[src/rtl/sata_hba_pkg.sv]
package sata_hba_pkg;
  localparam int unsigned WORD_W   = 32;
  localparam int unsigned OK_BIT   = 0;
  localparam int unsigned ERR_BIT  = 30;

  typedef enum logic [2:0] {
    RG_STAT  = 3'd0,
    RG_IEN   = 3'd1,
    RG_CTRL  = 3'd2,
    RG_ISSUE = 3'd3,
    RG_LBASE = 3'd4,
    RG_BBASE = 3'd5
  } reg_sel_e;
endpackage

[src/rtl/sata_chan_regs.sv]
module sata_chan_regs
  import sata_hba_pkg::*;
#(
  parameter int unsigned DW     = 32,
  parameter int unsigned SLOT_W = 5
) (
  input  logic              clk,
  input  logic              rst_n,
  input  logic              wr_en,
  input  logic [2:0]        sel,
  input  logic [DW-1:0]     wdata,
  input  logic              done_valid,
  input  logic [SLOT_W-1:0] done_slot,
  input  logic              done_err,
  output logic [DW-1:0]     rd_data,
  output logic              irq
);
  localparam logic [DW-1:0] IRQ_MASK = (DW'(1) << OK_BIT) | (DW'(1) << ERR_BIT);

  logic [DW-1:0] stat_q, ien_q, ctrl_q, issue_q, lbase_q, bbase_q;
  logic [DW-1:0] hw_set, hw_clr;
  logic [DW-1:0] stat_d, issue_d;

  always_comb begin
    hw_set = '0;
    hw_clr = '0;
    if (done_valid) begin
      hw_set = done_err ? (DW'(1) << ERR_BIT) : (DW'(1) << OK_BIT);
      hw_clr = DW'(1) << done_slot;
    end
  end

  always_comb begin
    stat_d  = stat_q;
    issue_d = issue_q;
    if (wr_en && sel == RG_STAT)  stat_d  = stat_q & ~(wdata & IRQ_MASK);
    if (wr_en && sel == RG_ISSUE) issue_d = issue_q | wdata;
    stat_d  = stat_d | hw_set;
    issue_d = issue_d & ~hw_clr;
  end

  always_ff @(posedge clk) begin
    if (!rst_n) begin
      stat_q  <= '0;
      ien_q   <= '0;
      ctrl_q  <= '0;
      issue_q <= '0;
      lbase_q <= '0;
      bbase_q <= '0;
    end else begin
      stat_q  <= stat_d;
      issue_q <= issue_d;
      if (wr_en && sel == RG_IEN)   ien_q   <= wdata & IRQ_MASK;
      if (wr_en && sel == RG_CTRL)  ctrl_q  <= wdata;
      if (wr_en && sel == RG_LBASE) lbase_q <= wdata;
      if (wr_en && sel == RG_BBASE) bbase_q <= wdata;
    end
  end

  always_comb begin
    case (sel)
      RG_STAT:  rd_data = stat_q;
      RG_IEN:   rd_data = ien_q;
      RG_CTRL:  rd_data = ctrl_q;
      RG_ISSUE: rd_data = issue_q;
      RG_LBASE: rd_data = lbase_q;
      RG_BBASE: rd_data = bbase_q;
      default:  rd_data = '0;
    endcase
  end

  assign irq = |(stat_q & ien_q & IRQ_MASK);


  ci_clear_chk: assert property (@(posedge clk) disable iff (!rst_n)
    done_valid |=> issue_q[$past(done_slot)] == 1'b0);


  ci_or_chk: assert property (@(posedge clk) disable iff (!rst_n)
    (wr_en && sel == RG_ISSUE && !done_valid) |=> issue_q == ($past(issue_q) | $past(wdata)));


  stat_ok_chk: assert property (@(posedge clk) disable iff (!rst_n)
    (done_valid && !done_err) |=> stat_q[OK_BIT]);


  stat_err_chk: assert property (@(posedge clk) disable iff (!rst_n)
    (done_valid && done_err) |=> stat_q[ERR_BIT]);
endmodule

[src/rtl/sata_rsp_stage.sv]
module sata_rsp_stage #(
  parameter int unsigned DW = 32
) (
  input  logic          clk,
  input  logic          rst_n,
  input  logic          load,
  input  logic [DW-1:0] load_data,
  input  logic          rsp_ready,
  output logic          rsp_valid,
  output logic [DW-1:0] rsp_data,
  output logic          can_accept
);
  assign can_accept = !rsp_valid || rsp_ready;

  always_ff @(posedge clk) begin
    if (!rst_n) begin
      rsp_valid <= 1'b0;
      rsp_data  <= '0;
    end else if (load) begin
      rsp_valid <= 1'b1;
      rsp_data  <= load_data;
    end else if (rsp_ready) begin
      rsp_valid <= 1'b0;
    end
  end


  bp_hold_chk: assert property (@(posedge clk) disable iff (!rst_n)
    (rsp_valid && !rsp_ready) |=> (rsp_valid && $stable(rsp_data)));


  rd_lat_chk: assert property (@(posedge clk) disable iff (!rst_n)
    load |=> rsp_valid);
endmodule

[src/rtl/sata_hba_regs.sv]
module sata_hba_regs
  import sata_hba_pkg::*;
#(
  parameter int unsigned NCH    = 8,
  parameter int unsigned AW     = 15,
  parameter int unsigned DW     = 32,
  parameter int unsigned SLOT_W = 5
) (
  input  logic                  clk,
  input  logic                  rst_n,
  input  logic                  req_valid,
  output logic                  req_ready,
  input  logic                  req_write,
  input  logic [AW-1:0]         req_addr,
  input  logic [DW-1:0]         req_wdata,
  output logic                  rsp_valid,
  input  logic                  rsp_ready,
  output logic [DW-1:0]         rsp_rdata,
  input  logic [NCH-1:0]        done_valid,
  input  logic [NCH*SLOT_W-1:0] done_slot,
  input  logic [NCH-1:0]        done_err,
  output logic [NCH-1:0]        irq,
  output logic                  irq_any
);
  localparam int unsigned CH_LSB  = 12;
  localparam int unsigned CH_W    = 3;
  localparam int unsigned REG_LSB = 2;
  localparam int unsigned REG_W   = 3;

  logic [CH_W-1:0]  ch_sel;
  logic [REG_W-1:0] reg_sel;
  logic             accept;
  logic [DW-1:0]    chan_rd [NCH];
  logic [DW-1:0]    rd_word;

  assign ch_sel  = req_addr[CH_LSB +: CH_W];
  assign reg_sel = req_addr[REG_LSB +: REG_W];
  assign accept  = req_valid && req_ready;

  for (genvar i = 0; i < NCH; i++) begin : g_ch
    sata_chan_regs #(.DW(DW), .SLOT_W(SLOT_W)) u_ch (
      .clk        (clk),
      .rst_n      (rst_n),
      .wr_en      (accept && req_write && (ch_sel == CH_W'(i))),
      .sel        (reg_sel),
      .wdata      (req_wdata),
      .done_valid (done_valid[i]),
      .done_slot  (done_slot[i*SLOT_W +: SLOT_W]),
      .done_err   (done_err[i]),
      .rd_data    (chan_rd[i]),
      .irq        (irq[i])
    );
  end

  always_comb begin
    rd_word = '0;
    for (int i = 0; i < NCH; i++)
      if (ch_sel == CH_W'(i)) rd_word = chan_rd[i];
  end

  sata_rsp_stage #(.DW(DW)) u_rsp (
    .clk        (clk),
    .rst_n      (rst_n),
    .load       (accept && !req_write),
    .load_data  (rd_word),
    .rsp_ready  (rsp_ready),
    .rsp_valid  (rsp_valid),
    .rsp_data   (rsp_rdata),
    .can_accept (req_ready)
  );

  assign irq_any = |irq;


  no_accept_stall_chk: assert property (@(posedge clk) disable iff (!rst_n)
    (rsp_valid && !rsp_ready) |-> !req_ready);
endmodule

[config.mk]
export PLATFORM = sky130hd
export DESIGN_NAME = sata_hba_regs
export DESIGN_NICKNAME = d
export VERILOG_FILES = /design/src/rtl/sata_hba_pkg.sv /design/src/rtl/sata_chan_regs.sv /design/src/rtl/sata_rsp_stage.sv /design/src/rtl/sata_hba_regs.sv
export SDC_FILE = /design/constraint.sdc
export NUM_CORES = 2
export LEC_CHECK = 0
export BUFFER_PORTS_ARGS = -buffer_cell sky130_fd_sc_hd__clkbuf_2
export CORE_MARGIN = 2
export CORE_UTILIZATION = 45
export CTS_CLUSTER_SIZE = 25
export DETAILED_ROUTE_END_ITERATION = 7
export HOLD_SLACK_MARGIN = 0.02
export MAX_ROUTING_LAYER = met4
export PLACE_DENSITY = 0.57
export SLEW_MARGIN = 20
export SYNTH_ARGS = -nofsm -noshare
export SYNTH_HDL_FRONTEND = slang
export SYNTH_SLANG_ARGS = --single-unit
export TNS_END_PERCENT = 1
[constraint.sdc]
create_clock -name clk -period 2.3 [get_ports clk]
set_clock_uncertainty 0.15 [all_clocks]
set_input_delay 0.23 -clock clk [delete_from_list [all_inputs] [get_ports clk]]
set_output_delay 0.23 -clock clk [all_outputs]
set_load 0.05 [all_outputs]
# Word level (Yosys, flattened, before mapping)
# Index checks and enable logic that the tools add are counted.
# Widths: inputs -> output; s select.
# word_totals
regBits	1329
latch_bits	0
ramBits	0
rom_bits	0
inputBits	108
output_inout_bits	43
word_cells	251
memories	0
# classes
add_sub_neg	0
n_mul	0
div_mod_pow	0
magnitude_cmp	0
eq_ne	12
shift	8
mux	58
bitwise_logic	49
n_reduce_logical	74
# op_table
operator	count
$pmux 32 s6	8
$mux 32	40
$and 32x32->32	16
$or 32x32->32	16
$not 32->32	8
$shl 1x5->32 const A	8
$and 31x31->31	8
$mux 31	8
$logic_and 1x1->1	59
$not 31->32	1
$eq 3x3->1 const B	6
$reduce_or 16->1	1
$reduce_or 2->1	8
$eq 3x2->1 const B	4
$eq 3x1->1 const B	2
$logic_not 3->1	2
$logic_not 1->1	2
$mux 1	2
$reduce_bool 2->1	1
$logic_or 1x1->1	1

# Depth between registers and ports, before layout
# logic_depth
ltp_word	10
depth_mapped	11
ltp_nobuf	6

# Hierarchy
# From an unflattened synthesis, not the netlist that was laid out.
# unflattened
hier_cells	6241
area_unflattened_um2	51722.1
# by_module_without_submodules
mod	n_inst	cells_per_inst	area_per_inst_um2	seq_area_each_um2
sata_chan_regs	8	720	5979.5	2642.5
sata_hba_regs	1	374	2605.0	0.0
sata_rsp_stage	1	107	1281.2	660.6

# Worst setup path after synthesis
# No wires, ideal clock.
# synth_path
kind	reg-to-reg
start	register u_rsp.rsp_valid
end	register g_ch[0].u_ch.bbase_q[11]
setup_ns	0.070
t_arrival_ns	2.463
t_required_ns	2.080
path_slack_ns	-0.383
path_stages_with_launch	10
path_buffers	4
synth_period_minus_slack_ns	2.683
path_cell_list	dfxtp_1 nand2b_1 and3_1 buf_2 buf_6 buf_2 nand3_1 clkbuf_1 nand2_1 a21boi_1
# synth_via
elab_chain_len	6
# synth_lines
element	line	source
start, declared	sata_rsp_stage.sv:9	output logic rsp_valid,
start signal, assigned	sata_rsp_stage.sv:17	rsp_valid <= 1'b0;
start signal, assigned	sata_rsp_stage.sv:20	rsp_valid <= 1'b1;
start signal, assigned	sata_rsp_stage.sv:23	rsp_valid <= 1'b0;
$logic_not 1->1	sata_rsp_stage.sv:13	assign can_accept = !rsp_valid || rsp_ready;
$logic_or 1x1->1	sata_rsp_stage.sv:13	
named net req_ready	sata_hba_regs.sv:12	output logic req_ready,
$logic_and 1x1->1	sata_hba_regs.sv:38	assign accept = req_valid && req_ready;
$logic_and 1x1->1 (2 in series)	sata_hba_regs.sv:44	.wr_en (accept && req_write && (ch_sel == CH_W'(i))),
$logic_and 1x1->1	sata_chan_regs.sv:56	if (wr_en && sel == RG_BBASE) bbase_q <= wdata;
end signal, assigned	sata_chan_regs.sv:56	
end, declared	sata_chan_regs.sv:20	logic [DW-1:0] stat_q, ien_q, ctrl_q, issue_q, lbase_q, bbase_q;
# The timed path passes the listed nets, and every way through them passes these cells.
# A chain may end at the register's enable or synchronous reset.

# Final worst setup path
# layout_path
start	register g_ch[4].u_ch.stat_q[30]
end	output port irq_any
# layout_via
elab_chain_len	2
# layout_lines
element	line	source
start, declared	sata_chan_regs.sv:20	
start signal, assigned	sata_chan_regs.sv:51	stat_q <= stat_d;
$and 31x31->31	sata_chan_regs.sv:72	assign irq = |(stat_q & ien_q & IRQ_MASK);
$reduce_or 16->1	sata_hba_regs.sv:72	assign irq_any = |irq;
end, declared	sata_hba_regs.sv:23	output logic irq_any
# Every way passes these cells.

==> flow_summary_export.csv <==
group,metric,value,unit
status,outcome,"finished with violations",
status,violations,"negative setup slack",
route,postRouteWirelength,210,mm
finish,mostFrequentLayoutCell,"nand2_1",
route,avgRoutedWirePerCell,25.8,µm
sta,rsz0062_at_grt,"true",
run,maxCapViolations,0,
finish,final_layout_size_suffix_gt1_frac,0.142,
global_routing,grtUsageMet3,0.0571,
cts,cts_tree,"done",
sta,drv_slew,0,
cts,path_clk_slew,60,ps
global_routing,grt.overflow.total,0,
synth,ys.warnings.count,0,
sta,worst_slew_pin_slew,862,ps
cts,clock-root-buffer,"clkbuf_16",
route,viasPerCell,5.90,
global_routing,antenna_found_initial,10,
route,drtIter0Drc,5723,
global_routing,grt_max_degree,147,
placed_design,place_congestion,0.985,
cts,clock_sinks,1089,
floorplanning,fp.dieW,337,µm
synth,syn_nets,6314,
sta,fin_crit_sh,1.08,
power,ir_worst_vdd,0.697,mV
placed_design,place_inst,7771,
critical_path,end_kind,"output port",
placed_design,place_ws,-674,ps
floorplanning,rows,122,
sta,finalHoldViolations,0,
floorplanning,die-area,114000,µm²
global_routing,grt_use_met2,0.527,
synth,synth_edf_count,0,
cts,clock_latency,730,ps
placed_design,dpl.hpwl,143,mm
global_routing,use_met1,0.527,
synth,ys_seq_area_frac,0.436,
floorplanning,start_util,0.453,
critical_path,arrival,2110,ps
cts,h-tree-depth,3,
critical_path,crit_path_max_fanout,3,
finish,stdcell_area,61100,µm²
power,p_leak,21.2,nW
synth,synth_flop_cell,"dfxtp_1",
synth,synth_cell_types,67,
route,vias,48000,
global_routing,grt_first_pass_wirelength,304,mm
sta,report.final.setup_viol,2,
route,drc,0,
power,p_per_area,697,nW/µm²
min_path,hold_path_class,"input port to register",
route,ant_nets,0,
route,dr.pass1.iters,7,
synth,synth-async-reset-ratio,0,
synth,synth_seq_cells,1089,
sta,setup_tns,-216,ps
sta,finalWorstSetupSlack,-191,ps
synth,synth.cell_area,50000,µm²
cts,cts_buffer_depth,3,
floorplanning,io_pins,151,
placed_design,place_area,55700,µm²
finish,final_cell_mix,"1,670 x nand2_1, 1,085 x dfxtp_1, 556 x a21boi_0, 372 x a21oi_1, 364 x buf_4",
floorplanning,die_h,337,µm
global_routing,grt_busiest_layer,"met1",
placed_design,buffer_ports.inserted,141,
critical_path,path_class,"register to output port",
global_routing,grt_use_total,0.371,
cts,numCtsBuffers,117,
critical_path,required,1920,ps
synth,synth_cells,6206,
sta,min_period,2490,ps
finish,area.growth.synth_to_final,22.3,%
floorplanning,core-area,110000,µm²
sta,whs,54.3,ps
finish,nets,6651,
synth,avgSynthCellArea,8.06,µm²
finish,fin_cells,8125,
power,p_total,42.6,mW
critical_path,worst_setup_path_start_kind,"register",
finish,utilization,0.554,
sta,max_freq,401,MHz
global_routing,grt_pass1_vias,44000,
sta,slew_headroom,0.425,
## critical path: stages, from the launching register on
cell     delay, ps
dfxtp_1        340
a22o_1         380
nor4_4         410
nand2_4         80
buf_8          160
## layout make-up
class,instances,area (µm²)
diodes,4,10.0
clock buffers,164,3350
clock inverters,45,569
fillers,10300,49200
inverters,3,11.3
multi-input cells,4540,25700
flip-flops and latches,1089,21800
well taps,1488,1860
repair buffers,792,7850
## report_power, final
group	internal [mW]	switching, mW	leakage (nW)
Combinational	1.38	2.53	10.5
Sequential	19.0	0.117	8.78
Clock	11.4	8.19	1.93
Total	31.8	10.8	21.2
## sequential cells by signal (all words and copies together) (netlist names)
name and count:
g_ch.u_ch.issue_q 256, g_ch.u_ch.ien_q 16, u_rsp.rsp_valid 1, g_ch.u_ch.ctrl_q 256, u_rsp.rsp_data 32, g_ch.u_ch.lbase_q 256
g_ch.u_ch.stat_q 16, g_ch.u_ch.bbase_q 256
## timing repair
action / in CTS / in global routing
gates resized for setup: 18 / 14
hold endpoints to repair: 833 / 0
pin swaps: 4 / 3
cloned: 0 / 0
hold buffers: 136 / 0
setup endpoints to repair: 3 / 9
buffers inserted: 4 / 1
## synthesized netlist by cell type, types with 16 or more instances
| cell type | instances | area [µm²] |
|---|---|---|
| nand2_1 | 1671 | 6270 |
| dfxtp_1 | 1089 | 21800 |
| a21boi_0 | 556 | 4170 |
| a21oi_1 | 372 | 1860 |
| mux2i_1 | 360 | 3600 |
| nor2_1 | 336 | 1260 |
| o21ai_0 | 329 | 1650 |
| clkbuf_1 | 295 | 1110 |
| a21boi_1 | 235 | 1760 |
| buf_2 | 198 | 991 |
| o22ai_1 | 148 | 926 |
| a22oi_1 | 99 | 743 |
| nand3_1 | 59 | 295 |
| buf_4 | 42 | 315 |
| nand2b_1 | 39 | 244 |
| a211oi_1 | 35 | 263 |
| nor2b_1 | 35 | 219 |
| a221oi_1 | 30 | 263 |
| a311oi_1 | 22 | 193 |
| buf_6 | 20 | 225 |
| nor3_1 | 20 | 100 |
| o2bb2ai_1 | 20 | 175 |
| buf_1 | 18 | 67.6 |
| nor2_2 | 16 | 100 |
## per-layer routing
layer / routed length (µm) / up-vias
met4: 8460 / 0
met2: 88000 / 2359
met5: 0 / -
met1: 92900 / 23200
li1: - / 22000
met3: 20200 / 382
## worst paths after layout
kind / startpoint / endpoint / slack [ps] / depth (start not counted)
worst max-delay path: g_ch[4].u_ch.stat_q[30] / irq_any / -190 / 4
worst min-delay path: req_valid / u_rsp.rsp_data[0] / 50 / 5
worst max register to register: g_ch[6].u_ch.issue_q[15] / u_rsp.rsp_data[15] / 50 / 8
worst min register to register: g_ch[6].u_ch.ctrl_q[31] / g_ch[6].u_ch.ctrl_q[31] / 300 / 2
## kinds of logic after synthesis
| family | after synthesis | synth area share |
|---|---|---|
| simple gates | 2247 | 0.180 |
| flops | 1089 | 0.436 |
| compound gates | 1921 | 0.253 |
| buf+inv | 577 | 0.0545 |
| mux | 372 | 0.0764 |
Note: power is estimated with default switching activity, not from simulation.
